File: src/rtl/dma_irq_pkg.sv
package dma_irq_pkg;
  typedef enum logic [1:0] {
    MODE_NORM = 2'd0,
    MODE_BLK  = 2'd1,
    MODE_CLU  = 2'd2,
    MODE_RPT  = 2'd3
  } xfer_mode_e;

  typedef enum logic [1:0] {
    RA_CTRL = 2'd0,
    RA_TCNT = 2'd1,
    RA_RSZ  = 2'd2,
    RA_RUN  = 2'd3
  } reg_addr_e;

  localparam int unsigned CB_EN   = 0;
  localparam int unsigned CB_ENDF = 1;
  localparam int unsigned CB_SPF  = 2;
  localparam int unsigned CB_IE   = 3;
  localparam int unsigned N_IE    = 5;
  localparam int unsigned CTRL_W  = CB_IE + N_IE;

  // enable vector index
  localparam int unsigned IE_END = 0;
  localparam int unsigned IE_SZ  = 1;
  localparam int unsigned IE_RPT = 2;
  localparam int unsigned IE_SRC = 3;
  localparam int unsigned IE_DST = 4;
endpackage

File: src/rtl/dma_req_size.sv
module dma_req_size
  import dma_irq_pkg::*;
#(
  parameter int unsigned CNT_W = 16
) (
  input  logic [1:0]       mode_i,
  input  logic [1:0]       acc_size_i,
  input  logic [CNT_W-1:0] blk_size_i,
  input  logic [CNT_W-1:0] clu_size_i,
  input  logic [CNT_W-1:0] tcnt_i,
  input  logic             req_i,
  input  logic             chan_en_i,
  output logic [CNT_W-1:0] unit_o,
  output logic             sz_err_o
);
  localparam int unsigned ACC_MAX = 3;

  logic [CNT_W-1:0] acc_bytes;

  always_comb begin
    acc_bytes = '0;
    for (int i = 0; i <= ACC_MAX; i++) begin
      if (acc_size_i == 2'(i)) acc_bytes[i] = 1'b1;
    end
  end

  always_comb begin
    unique case (xfer_mode_e'(mode_i))
      MODE_BLK: unit_o = blk_size_i;
      MODE_CLU: unit_o = clu_size_i;
      default:  unit_o = acc_bytes;
    endcase
  end

  assign sz_err_o = req_i && chan_en_i && (tcnt_i < unit_o);
endmodule

File: src/rtl/dma_xfer_cnt.sv
module dma_xfer_cnt #(
  parameter int unsigned CNT_W = 16
) (
  input  logic             clk_i,
  input  logic             rst_ni,
  input  logic             ld_i,
  input  logic [CNT_W-1:0] ld_val_i,
  input  logic             dec_i,
  input  logic [CNT_W-1:0] dec_by_i,
  output logic [CNT_W-1:0] cnt_o,
  output logic             hit_zero_o
);
  logic [CNT_W-1:0] rem;

  assign rem        = cnt_o - dec_by_i;
  assign hit_zero_o = dec_i && (rem == '0);

  always_ff @(posedge clk_i or negedge rst_ni) begin
    if (!rst_ni)    cnt_o <= '0;
    else if (ld_i)  cnt_o <= ld_val_i;
    else if (dec_i) cnt_o <= rem;
  end
endmodule

File: src/rtl/dma_run_track.sv
module dma_run_track #(
  parameter int unsigned CNT_W = 16
) (
  input  logic             clk_i,
  input  logic             rst_ni,
  input  logic             ld_i,
  input  logic [CNT_W-1:0] ld_val_i,
  input  logic             step_i,
  input  logic             reload_i,
  output logic [CNT_W-1:0] size_o,
  output logic [CNT_W-1:0] left_o,
  output logic             zero_o
);
  logic [CNT_W-1:0] size_m1;

  assign zero_o  = (left_o == '0);
  assign size_m1 = (size_o == '0) ? '0 : size_o - 1'b1;

  always_ff @(posedge clk_i or negedge rst_ni) begin
    if (!rst_ni) begin
      size_o <= '0;
      left_o <= '0;
    end else if (ld_i) begin
      size_o <= ld_val_i;
      left_o <= ld_val_i;
    end else if (reload_i) begin
      left_o <= size_o;
    end else if (step_i) begin
      left_o <= zero_o ? size_m1 : left_o - 1'b1;
    end
  end

  p_run_reload_r7: assert property (@(posedge clk_i) disable iff (!rst_ni)
    (reload_i && !ld_i) |=> (left_o == size_o));
endmodule

File: src/rtl/dma_flag_regs.sv
module dma_flag_regs
  import dma_irq_pkg::*;
(
  input  logic              clk_i,
  input  logic              rst_ni,
  input  logic              wr_i,
  input  logic [CTRL_W-1:0] wdata_i,
  input  logic              end_set_i,
  input  logic              spec_set_i,
  input  logic              halt_i,
  output logic              chan_en_o,
  output logic              end_flag_o,
  output logic              spec_flag_o,
  output logic [N_IE-1:0]   ie_o
);
  always_ff @(posedge clk_i or negedge rst_ni) begin
    if (!rst_ni) begin
      chan_en_o   <= 1'b0;
      end_flag_o  <= 1'b0;
      spec_flag_o <= 1'b0;
      ie_o        <= '0;
    end else begin
      if (halt_i)    chan_en_o <= 1'b0;
      else if (wr_i) chan_en_o <= wdata_i[CB_EN];

      // hw set beats sw clear; enabling the channel drops the end flag
      if (end_set_i) end_flag_o <= 1'b1;
      else if (wr_i) end_flag_o <= end_flag_o && wdata_i[CB_ENDF] && !wdata_i[CB_EN];

      if (spec_set_i) spec_flag_o <= 1'b1;
      else if (wr_i)  spec_flag_o <= spec_flag_o && wdata_i[CB_SPF];

      if (wr_i) ie_o <= wdata_i[CB_IE +: N_IE];
    end
  end

  p_en_drop_r8: assert property (@(posedge clk_i) disable iff (!rst_ni)
    ($rose(end_flag_o) || $rose(spec_flag_o)) |-> !chan_en_o);

  p_spec_clear_r9: assert property (@(posedge clk_i) disable iff (!rst_ni)
    (wr_i && !wdata_i[CB_SPF] && !spec_set_i) |=> !spec_flag_o);
endmodule

File: src/rtl/dma_chan_irq.sv
module dma_chan_irq
  import dma_irq_pkg::*;
#(
  parameter int unsigned CNT_W = 16
) (
  input  logic             clk_i,
  input  logic             rst_ni,
  input  logic             reg_wr_i,
  input  logic [1:0]       reg_addr_i,
  input  logic [CNT_W-1:0] reg_wdata_i,
  output logic [CNT_W-1:0] reg_rdata_o,
  input  logic             req_i,
  input  logic [1:0]       xfer_mode_i,
  input  logic [1:0]       acc_size_i,
  input  logic [CNT_W-1:0] blk_size_i,
  input  logic [CNT_W-1:0] clu_size_i,
  input  logic             src_ovf_i,
  input  logic             dst_ovf_i,
  output logic             xfer_go_o,
  output logic             sz_err_o,
  output logic             irq_o
);
  logic             chan_en, end_flag, spec_flag;
  logic [N_IE-1:0]  ie;
  logic [CNT_W-1:0] tcnt, unit, rsz, run_left;
  logic             run_zero, cnt_zero_hit;
  logic             wr_ctrl, wr_tcnt, wr_rsz;
  logic             rpt_mode, rpt_evt, rpt_stop;
  logic [N_IE-1:0]  cause;
  logic             spec_set, end_set, halt;

  assign wr_ctrl  = reg_wr_i && (reg_addr_e'(reg_addr_i) == RA_CTRL);
  assign wr_tcnt  = reg_wr_i && (reg_addr_e'(reg_addr_i) == RA_TCNT);
  assign wr_rsz   = reg_wr_i && (reg_addr_e'(reg_addr_i) == RA_RSZ);
  assign rpt_mode = (xfer_mode_e'(xfer_mode_i) == MODE_RPT);

  dma_req_size #(.CNT_W(CNT_W)) u_size (
    .mode_i     (xfer_mode_i),
    .acc_size_i (acc_size_i),
    .blk_size_i (blk_size_i),
    .clu_size_i (clu_size_i),
    .tcnt_i     (tcnt),
    .req_i      (req_i),
    .chan_en_i  (chan_en),
    .unit_o     (unit),
    .sz_err_o   (sz_err_o)
  );

  assign rpt_evt   = req_i && chan_en && rpt_mode && run_zero && !sz_err_o;
  assign rpt_stop  = rpt_evt && ie[IE_RPT];
  assign xfer_go_o = req_i && chan_en && !sz_err_o && !rpt_stop;

  dma_xfer_cnt #(.CNT_W(CNT_W)) u_tcnt (
    .clk_i      (clk_i),
    .rst_ni     (rst_ni),
    .ld_i       (wr_tcnt),
    .ld_val_i   (reg_wdata_i),
    .dec_i      (xfer_go_o),
    .dec_by_i   (unit),
    .cnt_o      (tcnt),
    .hit_zero_o (cnt_zero_hit)
  );

  dma_run_track #(.CNT_W(CNT_W)) u_run (
    .clk_i    (clk_i),
    .rst_ni   (rst_ni),
    .ld_i     (wr_rsz),
    .ld_val_i (reg_wdata_i),
    .step_i   (xfer_go_o && rpt_mode),
    .reload_i (rpt_stop),
    .size_o   (rsz),
    .left_o   (run_left),
    .zero_o   (run_zero)
  );

  // raw causes indexed like the enable vector
  always_comb begin
    cause         = '0;
    cause[IE_END] = cnt_zero_hit;
    cause[IE_SZ]  = sz_err_o;
    cause[IE_RPT] = rpt_evt;
    cause[IE_SRC] = src_ovf_i;
    cause[IE_DST] = dst_ovf_i;
  end

  assign spec_set = |(cause[N_IE-1:IE_SZ] & ie[N_IE-1:IE_SZ]);
  assign end_set  = cause[IE_END] && ie[IE_END] && !spec_set;
  assign halt     = spec_set || end_set || sz_err_o;

  dma_flag_regs u_flags (
    .clk_i       (clk_i),
    .rst_ni      (rst_ni),
    .wr_i        (wr_ctrl),
    .wdata_i     (reg_wdata_i[CTRL_W-1:0]),
    .end_set_i   (end_set),
    .spec_set_i  (spec_set),
    .halt_i      (halt),
    .chan_en_o   (chan_en),
    .end_flag_o  (end_flag),
    .spec_flag_o (spec_flag),
    .ie_o        (ie)
  );

  assign irq_o = end_flag || spec_flag;

  always_comb begin
    reg_rdata_o = '0;
    unique case (reg_addr_e'(reg_addr_i))
      RA_CTRL: reg_rdata_o[CTRL_W-1:0] = {ie, spec_flag, end_flag, chan_en};
      RA_TCNT: reg_rdata_o = tcnt;
      RA_RSZ:  reg_rdata_o = rsz;
      default: reg_rdata_o = run_left;
    endcase
  end

  p_cnt_hold_r3: assert property (@(posedge clk_i) disable iff (!rst_ni)
    (sz_err_o && !wr_tcnt) |=> $stable(tcnt));

  p_end_cause_r4: assert property (@(posedge clk_i) disable iff (!rst_ni)
    $rose(end_flag) |-> $past(xfer_go_o && ie[IE_END]));

  p_go_unit_r2: assert property (@(posedge clk_i) disable iff (!rst_ni)
    (xfer_go_o && !wr_tcnt) |=> (tcnt == $past(tcnt - unit)));
endmodule

File: config.mk
export PLATFORM = sky130hd
export DESIGN_NAME = dma_chan_irq
export DESIGN_NICKNAME = d
export VERILOG_FILES = /design/src/rtl/dma_irq_pkg.sv /design/src/rtl/dma_req_size.sv /design/src/rtl/dma_xfer_cnt.sv /design/src/rtl/dma_run_track.sv /design/src/rtl/dma_flag_regs.sv /design/src/rtl/dma_chan_irq.sv
export SDC_FILE = /design/constraint.sdc
export NUM_CORES = 1
export LEC_CHECK = 0
export BUFFER_PORTS_ARGS = -buffer_cell sky130_fd_sc_hd__buf_2
export CAP_MARGIN = 10
export CORE_ASPECT_RATIO = 0.5
export CORE_MARGIN = 2
export CORE_UTILIZATION = 30
export CTS_BUF_LIST = sky130_fd_sc_hd__clkbuf_4
export DETAILED_ROUTE_END_ITERATION = 16
export GPL_TIMING_DRIVEN = 0
export MAX_ROUTING_LAYER = met4
export RECOVER_POWER = 50
export SLEW_MARGIN = 5
export SYNTH_ARGS = -nofsm -noshare
export SYNTH_HDL_FRONTEND = slang
export SYNTH_HIERARCHICAL = 1
export SYNTH_SLANG_ARGS = --single-unit
File: constraint.sdc
create_clock -name clk_i -period 7.29 [get_ports clk_i]
set_input_delay 1.0935 -clock clk_i [delete_from_list [all_inputs] [get_ports clk_i]]
set_output_delay 1.0935 -clock clk_i [all_outputs]
set_load 0.05 [all_outputs]
After elaboration in Yosys (flattened, before gate mapping)
Index checks and enable logic that the tools add are counted.
{ "classes": {"add_sub_neg": 3, "order_cmp": 1, "n_eq_ne": 8, "mux": 20, "bitwise": 1, "n_reduce_logical": 36} }
{ "op_table": {"columns": ["op", "count"], "rows": [
  ["$mux 16", 7],
  ["$logic_not 16->1", 3],
  ["$pmux 8 s3", 2],
  ["$pmux 16 s2", 1],
  ["$sub 16x1->16 const B", 2],
  ["$logic_and 1x1->1", 18],
  ["$lt 16x16->1", 1],
  ["$sub 16x16->16", 1],
  ["$eq 2x2->1 const B", 5],
  ["$mux 1", 10],
  ["$reduce_bool 2->1", 4],
  ["$eq 2x1->1 const B", 3],
  ["$and 4x4->4", 1],
  ["$logic_not 1->1", 4],
  ["$logic_not 2->1", 2],
  ["$reduce_or 4->1", 1],
  ["$logic_or 1x1->1", 3],
  ["$reduce_bool 3->1", 1]
]} }
{ "word_totals": {"register_bits": 56, "out_inout_bits": 19, "word_cells": 76} }

Logic depth before layout (Yosys ltp)
Gate-level depths: netlist of run 1.
{ "logic_depth": {"ltp_word": 16, "depth_mapped": 24, "mapped_depth_nobuf": 21} }

Cells and area by module
The synthesis of run 1 kept the hierarchy.
{ "modules_own_cells": {"columns": ["module", "n_inst", "cells_each", "area_per_inst_um2", "seq_area_each_um2"], "rows": [
  ["dma_run_track", 1, 285, 2361.0, 800.8],
  ["dma_xfer_cnt", 1, 177, 1559.0, 400.4],
  ["dma_req_size", 1, 97, 706.9, 0.0],
  ["dma_chan_irq", 1, 47, 555.5, 0.0],
  ["dma_flag_regs", 1, 22, 334.1, 200.2]
]} }

Worst setup path after synthesis of run 1
No wires, ideal clock.
{ "synth_path": {"path_kind": "input port to flip-flop", "from": "input xfer_mode_i[0]", "to": "register u_flags.chan_en_o", "arrival_time_ns": 5.853, "t_required_ns": 7.172, "slack_ns": 1.319, "cell_stages": 21, "n_path_buf": 3, "path_cell_list": "inv_1 -> ha_1 -> clkbuf_1 -> clkbuf_1 -> or2_2 -> ha_1 -> and4_1 -> o2111ai_1 -> a21oi_1 -> a211oi_2 -> nand3b_1 -> nor2_1 -> clkbuf_1 -> nand4_1 -> or4_1 -> or4_1 -> nor4_1 -> and4_1 -> a221oi_1 -> nand3_1 -> nor2_1"} }
{ "synth_between": {"elab_chain_cells": 15} }
{ "synth_lines": {"columns": ["item", "line_no", "text"], "rows": [
  ["from (decl)", "dma_chan_irq.sv:13", "input logic [1:0] xfer_mode_i,"],
  ["$eq 2x2->1 / $eq 2x1->1 (equally long branches)", "dma_req_size.sv:28", "unique case (xfer_mode_e'(mode_i))"],
  ["$pmux 16 s2 *", "dma_req_size.sv:28", null],
  ["$lt 16x16->1 *", "dma_req_size.sv:35", "assign sz_err_o = req_i && chan_en_i && (tcnt_i < unit_o);"],
  ["$logic_and 1x1->1 *", "dma_req_size.sv:35", null],
  ["named net sz_err_o", "dma_chan_irq.sv:20", "output logic sz_err_o,"],
  ["$logic_not 1->1 *", "dma_chan_irq.sv:49, dma_chan_irq.sv:51", null],
  ["$logic_and 1x1->1", "dma_chan_irq.sv:49", "assign rpt_evt = req_i && chan_en && rpt_mode && run_zero && !sz_err_o;"],
  ["$logic_and 1x1->1", "dma_chan_irq.sv:50", "assign rpt_stop = rpt_evt && ie[IE_RPT];"],
  ["$logic_not 1->1", "dma_chan_irq.sv:51", "assign xfer_go_o = req_i && chan_en && !sz_err_o && !rpt_stop;"],
  ["$logic_and 1x1->1 *", "dma_chan_irq.sv:51", null],
  ["named net xfer_go_o", "dma_chan_irq.sv:19", "output logic xfer_go_o,"],
  ["$logic_and 1x1->1 *", "dma_xfer_cnt.sv:16", "assign hit_zero_o = dec_i && (rem == '0);"],
  ["named net cnt_zero_hit", "dma_chan_irq.sv:26", "logic run_zero, cnt_zero_hit;"],
  ["$logic_and 1x1->1 * (2 in a row)", "dma_chan_irq.sv:87", "assign end_set = cause[IE_END] && ie[IE_END] && !spec_set;"],
  ["$logic_or 1x1->1 * (2 in a row)", "dma_chan_irq.sv:88", "assign halt = spec_set || end_set || sz_err_o;"],
  ["named net halt", "dma_chan_irq.sv:30", "logic spec_set, end_set, halt;"],
  ["$mux 1 / $reduce_bool 2->1 (equally long branches)", null, null],
  ["to (signal assigned)", "dma_flag_regs.sv:24", "else if (wr_i) chan_en_o <= wdata_i[CB_EN];"],
  ["to (decl)", "dma_flag_regs.sv:11", "output logic chan_en_o,"]
]} }
The timed path passes the listed nets; every way through them passes the cells marked *.
A chain may end at the register's enable or synchronous reset.

Worst setup path after layout of run 1
{ "layout_path": {"from": "input xfer_mode_i[0]", "to": "register u_flags.end_flag_o"} }
{ "layout_between": {"elab_chain_cells": 13} }
{ "layout_lines": {"columns": ["item", "line_no", "text"], "rows": [
  ["$eq 2x2->1 / $eq 2x1->1 (equally long branches)", "dma_req_size.sv:28", null],
  ["$pmux 16 s2", "dma_req_size.sv:28", null],
  ["$lt 16x16->1", "dma_req_size.sv:35", null],
  ["$logic_and 1x1->1", "dma_req_size.sv:35", null],
  ["$logic_not 1->1", "dma_chan_irq.sv:49, dma_chan_irq.sv:51", null],
  ["$logic_and 1x1->1", "dma_chan_irq.sv:49", null],
  ["$logic_and 1x1->1", "dma_chan_irq.sv:50", null],
  ["$logic_not 1->1", "dma_chan_irq.sv:51", null],
  ["$logic_and 1x1->1", "dma_chan_irq.sv:51", null],
  ["$logic_and 1x1->1 *", "dma_xfer_cnt.sv:16", null],
  ["named net cnt_zero_hit", "dma_chan_irq.sv:26", null],
  ["$logic_and 1x1->1 * (2 in a row)", "dma_chan_irq.sv:87", null],
  ["named net end_set", "dma_chan_irq.sv:30", null],
  ["$mux 1 / $reduce_bool 2->1 (equally long branches)", null, null],
  ["to (signal assigned)", "dma_flag_regs.sv:28", "else if (wr_i) end_flag_o <= end_flag_o && wdata_i[CB_ENDF] && !wdata_i[CB_EN];"],
  ["to (decl)", "dma_flag_regs.sv:12", "output logic end_flag_o,"]
]} }
Marks and branches as above.

==> reports/qor.yml, run 1 <==
run_status:
  status: "complete, but fails checks"
  violations: "capacitance limit, slew limit"
yosys:
  synth_edf_count: 0
  synth_top_area_share_pct: 25.4
  yosysWarnings: 6
  ys_dominant_reg_cell: "dfrtp_1"
  synth.avg_cell_area_um2: 8.78
  synth_seq_cells: 56
  syn_area_mm2: 0.00552
  yosys-top-cells-count: "56 x dfrtp_1, 51 x inv_1, 50 x nand2_1"
  synth_top_area_cell: "dfrtp_1"
  synth_nets: 724
  synth_seq_area_share_pct: 25.4
  ys_top_cells_by_area: "dfrtp_1 25%, ha_1 7.9%, mux4_1 3.8%, xnor2_1 3.8%, inv_1 3.5%"
  yosysMostFrequentCell: "dfrtp_1"
  synthArstFlopShare_pct: 100
  yosysUniqueCellTypes: 75
  synth_cells: 628
grt:
  use_met3_pct: 1.65
  grtUsageTotal_pct: 18.5
  grt_util_met1_pct: 25.8
  antenna_found_initial: 0
  grt_busiest_layer: "met2"
  grt_max_degree: 39
  grt_remaining_overflow: 0
  grt_pass1_wl_um: 28000
  grt_pass1_vias: 5017
  grt_use_met2_pct: 29.3
sta:
  fmax_mhz: 173
  worstMarginPinSlew_ps: 2020
  fin_hold_ws_ps: 527
  setup_viol: 0
  finalClockSkew_ps: 10.7
  setup_tns_ps: 0
  slew_headroom_pct: -34.8
  hold_viol: 0
  fin_crit_ps: 5780
  finalCritPeriodShare_pct: 79.2
  rsz0062_at_grt: "false"
  drv_slew: 39
die:
  initial_utilization_pct: 31.2
  row_count: 34
  core_area_mm2: 0.0177
  die_w_um: 196
  ios: 79
  dieArea_mm2: 0.0196
  die_y_um: 99.9
placed_design:
  gp_congestion: 0.944
  io_buffers: 78
  postPlaceCellArea_mm2: 0.00622
  place_hpwl_um: 13900
clock_network:
  clock-sinks: 56
  root_buffer: "clkbuf_4"
  clkTransAtPathRegs_ps: 170
  cts_buffers: 5
  cts-resized-gates: 0
  clock_path_buffers: 2
  hold_buffers: 0
  htree_levels: 2
  post_cts_buffers: 0
  clk_latency_ps: 390
  cts_tree: "done"
detailed_routing:
  dr.first_iter.drc_count: 408
  firstDrtPassIters: 5
  num_vias: 5233
  wl_um: 17400
  ant_nets: 0
  wl_per_cell_um: 18.3
  post-route-drc-count: 0
  via_per_inst: 5.51
pwr:
  power_density_mw_per_mm2: 290
  p_leak_nw: 2.72
  power_mw: 1.82
  ir_drop_mv: 0.0867
worst_setup_path:
  crit_fanout: 10
  worstPathRequired_ps: 7610
  worstRegToRegCells: 17
  critPathLaunchType: "input pin"
  criticalPathCategory: "input pin to flip-flop"
  cp-end-kind: "flip-flop"
  crit_arrival_ps: 6090
finish:
  fin_nets: 810
  drive_gt1_share_pct: 19.3
  final_design_area_no_fill_mm2: 0.00626
  area_delta_synth_final_pct: 13.6
flow_run:
  timing.max_cap.violations: 1
min_path:
  min-delay-path-class: "flip-flop to flip-flop"
  holdPathStages: 1
power by group:
part           internal (mW)  switching [mW]  leakage (nW)
Clock                 0.0719           0.106        0.0428
Sequential             0.394           0.153         0.683
Combinational          0.480           0.611          1.99
Total                  0.946           0.871          2.72
worst max-delay path, stage by stage:
cell and delay, ps:
buf_2 140, inv_1 60, ha_1 300, clkbuf_1 190, clkbuf_1 230, or2_2 350, ha_1 300, and4_1 260
o2111ai_1 120, a21oi_1 200, a211oi_2 120, nand3b_1 200, nor2_1 240, clkbuf_1 370, nand4_1 140, or4_1 520
or4_1 420, nor4_1 160, and4_1 310, nand4_1 110, nor2_1 120, inv_1 60, o221ai_1 60
cell type report:
class                      instances  area, µm²
fill                            1863      11400
tap                              234        293
clock inverter                     3       42.5
multi-input combinational        488       3740
antenna                            1       2.50
inverter                          51        191
buffer                            33        161
clock buffer                       5       37.5
sequential                        56       1400
timing repair buffer              79        392
sequential cells by signal, summed over array words and instances (netlist names):
register             flops
u_flags/spec_flag_o      1
u_flags/chan_en_o        1
u_run/size_o            16
u_flags/ie_o             5
u_tcnt/cnt_o            16
u_run/left_o            16
u_flags/end_flag_o       1
cells in the final DEF, fill, tap and decap left out, types with 7 or more instances in the layout:
cell,Yosys,layout
a22oi_1,21,21
mux2_2,11,10
a21oi_1,31,31
nor2b_1,11,11
mux2_4,12,10
dfrtp_1,56,56
mux4_1,8,8
or2_2,13,13
xnor2_1,24,24
and4_1,7,7
nor2_1,30,30
nand2_1,50,50
nand2b_1,12,12
clkbuf_1,19,26
nor3_1,22,22
ha_1,35,35
nand4_1,10,10
a22o_1,8,8
inv_1,51,51
o21ai_0,32,32
mux2i_1,17,17
a21o_1,10,10
nand3_1,12,12
a221oi_1,7,7
buf_2,7,80
per-stage QoR:
| step | setup WS [ps] | utilization, % | instances |
|---|---|---|---|
| 2_1_floorplan | 1320 | - | 628 |
| 3_3_place_gp | 1130 | 35.0 | 940 |
| 3_5_place_dp | 1040 | 35.1 | 941 |
| 4_1_cts | 1460 | 35.6 | 949 |
| 5_1_grt | 1140 | 35.4 | 949 |
| 6_report | 1510 | 35.4 | 950 |
final timing paths:
path / startpoint / to / slack, ps
setup / recovery: xfer_mode_i[0] / u_flags/end_flag_o / 1510
hold / removal: u_flags/spec_flag_o / u_flags/spec_flag_o / 530
setup reg to reg: u_run/left_o[0] / u_flags/end_flag_o / 2960
hold reg to reg: u_flags/spec_flag_o / u_flags/spec_flag_o / 530
max in group asynchronous: rst_ni / u_run/left_o[6] / 4010
min in group asynchronous: rst_ni / u_run/size_o[12] / 860
cells by family after synthesis:
kind of cell / count (synthesis) / share of synthesized area [%]
multiplexers: 48 / 12.4
buffers and inverters: 84 / 6.60
flip-flops: 56 / 25.4
XOR/XNOR: 30 / 4.76
AND/OR/NAND/NOR: 216 / 22.3
adder cells (fa/ha/maj): 36 / 8.30
AO/OA/AOI/OAI: 158 / 20.2
routing by layer:
layer	part of all wire (%)	wire [µm]
met5	0	0
met1	48	8340
met2	45	7860
met3	5.5	958
met4	1.5	254
(Power assumes the default switching activity.)
==> run 2, diff against run 1 <==
--- a/config.mk
+++ b/config.mk
@@ -5,6 +5,7 @@
 export SDC_FILE = /design/constraint.sdc
 export NUM_CORES = 1
 export LEC_CHECK = 0
+export ABC_AREA = 1
 export BUFFER_PORTS_ARGS = -buffer_cell sky130_fd_sc_hd__buf_2
 export CAP_MARGIN = 10
 export CORE_ASPECT_RATIO = 0.5
==> constraint.sdc (replaced) <==
create_clock -name clk_i -period 5.31 [get_ports clk_i]
set_input_delay 0.7965 -clock clk_i [delete_from_list [all_inputs] [get_ports clk_i]]
set_output_delay 0.7965 -clock clk_i [all_outputs]
set_load 0.05 [all_outputs]
==> reports/qor.yml, run 2 <==
grt:
  use_met3_pct: 1.40
  grt_use_met2_pct: 32.4
  grt_pass1_wl_um: 29800
  grt_max_degree: 31
  antenna_found_initial: 0
  grtUsageTotal_pct: 18.8
  grt_remaining_overflow: 0
  grt_util_met1_pct: 24.4
  grt_busiest_layer: "met2"
  grt_pass1_vias: 5838
sta:
  setup_viol: 0
  drv_slew: 59
  setup_ws_ps: 811
  worstMarginPinSlew_ps: 1650
  fin_crit_ps: 4500
  fmax_mhz: 222
  finalClockSkew_ps: 18.6
  rsz0062_at_grt: "false"
  finalCritPeriodShare_pct: 84.7
  setup_tns_ps: 0
  hold_viol: 0
  slew_headroom_pct: -9.89
pwr:
  p_leak_nw: 3.41
  ir_drop_mv: 0.132
  power_density_mw_per_mm2: 417
finish:
  fin_nets: 1098
  mostFrequentLayoutCells: "292 x nand2_1, 111 x inv_1, 81 x nand3_1, 81 x buf_2, 76 x nor2_1"
  final_common_cell: "nand2_1"
  top_regs: "u_run/left_o x16, u_run/size_o x16, u_tcnt/cnt_o x16"
  area_delta_synth_final_pct: 12.9
  antenna_cells: 0
  nFillCells: 2067
  drive_gt1_share_pct: 15.7
run_status:
  violations: "capacitance limit, slew limit"
  status: "complete, but fails checks"
detailed_routing:
  via_per_inst: 4.88
  num_vias: 6153
  wl_per_cell_um: 14.8
  firstDrtPassIters: 5
  post-route-drc-count: 0
  dr.first_iter.drc_count: 347
  ant_nets: 0
  wl_um: 18600
clock_network:
  cts_buffers: 5
  cts_tree: "done"
  hold_buffers: 0
  root_buffer: "clkbuf_4"
  cts-resized-gates: 0
  htree_levels: 2
  clk_latency_ps: 400
  clock_path_buffers: 2
  clock-sinks: 56
  clkTransAtPathRegs_ps: 170
  post_cts_buffers: 0
placed_design:
  place_hpwl_um: 15600
  io_buffers: 77
  gp_congestion: 0.924
  pre_cts_slack_ps: 450
die:
  dieArea_mm2: 0.0205
  core_area_mm2: 0.0187
  die_w_um: 201
  row_count: 35
  ios: 79
  die_y_um: 102
  initial_utilization_pct: 31.1
yosys:
  synth_seq_area_share_pct: 24.1
  synthArstFlopShare_pct: 100
  synth_top_area_share_pct: 24.1
  yosysMostFrequentCell: "nand2_1"
  syn_area_mm2: 0.00580
  synth_nets: 1013
  synth_edf_count: 0
  ys_dominant_reg_cell: "dfrtp_1"
  yosysWarnings: 6
  yosys-top-cells-count: "292 x nand2_1, 111 x inv_1, 81 x nand3_1"
  synth.avg_cell_area_um2: 6.33
  yosysUniqueCellTypes: 46
  ys_top_cells_by_area: "dfrtp_1 24%, nand2_1 19%, ha_1 7.5%, inv_1 7.2%, nand3_1 7.0%"
  synth_top_area_cell: "dfrtp_1"
  synth_cells: 917
  synth_seq_cells: 56
min_path:
  min-delay-path-class: "flip-flop to flip-flop"
flow_run:
  timing.max_cap.violations: 2
worst_setup_path:
  worstPathRequired_ps: 4510
  critPathLaunchType: "input pin"
  criticalPathCategory: "input pin to primary output"
  crit_fanout: 10
  cp-end-kind: "primary output"
  crit_arrival_ps: 3700
## run 2: cell count changes after synthesis, moves of 14 or more
cell	delta
nand2_1	+242
nand3_1	+69
inv_1	+60
nor2_1	+46
a21oi_1	+26
xnor2_1	-21
mux2i_1	-17
nor3_1	-14
## run 2: per-layer routing
metal	part of all wire [%]	wire length, µm	vias up
li1	-	-	3139
met1	48	8950	2846
met2	46	8570	147
met3	4.3	809	21
met4	1.5	285	0
met5	0	0	-
## run 2: cells by family (layout without fill, tap and decap cells)
| group | count (synthesis) | in the layout | synth area share [%] |
|---|---|---|---|
| adders and majority gates | 36 | 36 | 7.89 |
| AOI/OAI and AO/OA | 141 | 141 | 15.0 |
| xor gates and xnor gates | 14 | 14 | 2.11 |
| and+or+nand+nor | 517 | 517 | 39.6 |
| buffers and inverters | 153 | 239 | 11.3 |
| DFF | 56 | 56 | 24.1 |
## run 2: area by class of cell
class,count,area (µm²),area share (%)
plain buffers,29,160,2.44
clock inverters,3,17.5,0.267
well taps,259,324,4.94
flip-flops and latches,56,1400,21.4
clock buffers,5,37.5,0.573
repair buffers,78,388,5.92
multi-input cells,708,3750,57.2
inverters,124,475,7.25
## run 2: path summary, 6_finish.rpt
path | slack [ps] | start | endpoint | depth (start not counted)
worst max-delay path | 810 | xfer_mode_i[0] | xfer_go_o | 12
worst min-delay path | 530 | u_flags/end_flag_o | u_flags/end_flag_o | 2
worst max register to register | 1980 | u_tcnt/cnt_o[5] | u_run/left_o[13] | 15
worst min register to register | 530 | u_flags/end_flag_o | u_flags/end_flag_o | 2
max in group asynchronous | 2390 | rst_ni | u_run/size_o[9] | 2
min in group asynchronous | 730 | rst_ni | u_flags/chan_en_o | 1
## run 2: stage by stage
| step | instance area [µm²] | std cells | power [mW] | utilization (%) | hold slack (ps) |
|---|---|---|---|---|---|
| after floorplan | 5800 | 917 | 2.06 | - | 455 |
| after global placement | 6510 | 1253 | 2.50 | 34.9 | 482 |
| after detailed placement | 6530 | 1254 | 2.53 | 35.0 | 483 |
| after CTS | 6590 | 1262 | 2.73 | 35.3 | 425 |
| after global routing | 6550 | 1262 | 3.02 | 35.1 | 561 |
| final | 6550 | 1262 | 2.73 | 35.1 | 528 |
## run 2: critical path: stages
cell      delay (ps)
buf_2            110
inv_1             50
ha_1             350
inv_2            130
clkbuf_1         430
nand2_1          160
ha_1             340
nand4_1          150
nor3_1           220
a21oi_2          170
nor3_1           450
buf_2            350
## run 2: power breakdown
group	internal, mW	leakage [nW]	switching (mW)
Sequential	0.562	0.665	0.211
Combinational	0.625	2.71	1.14
Clock	0.0516	0.0330	0.148
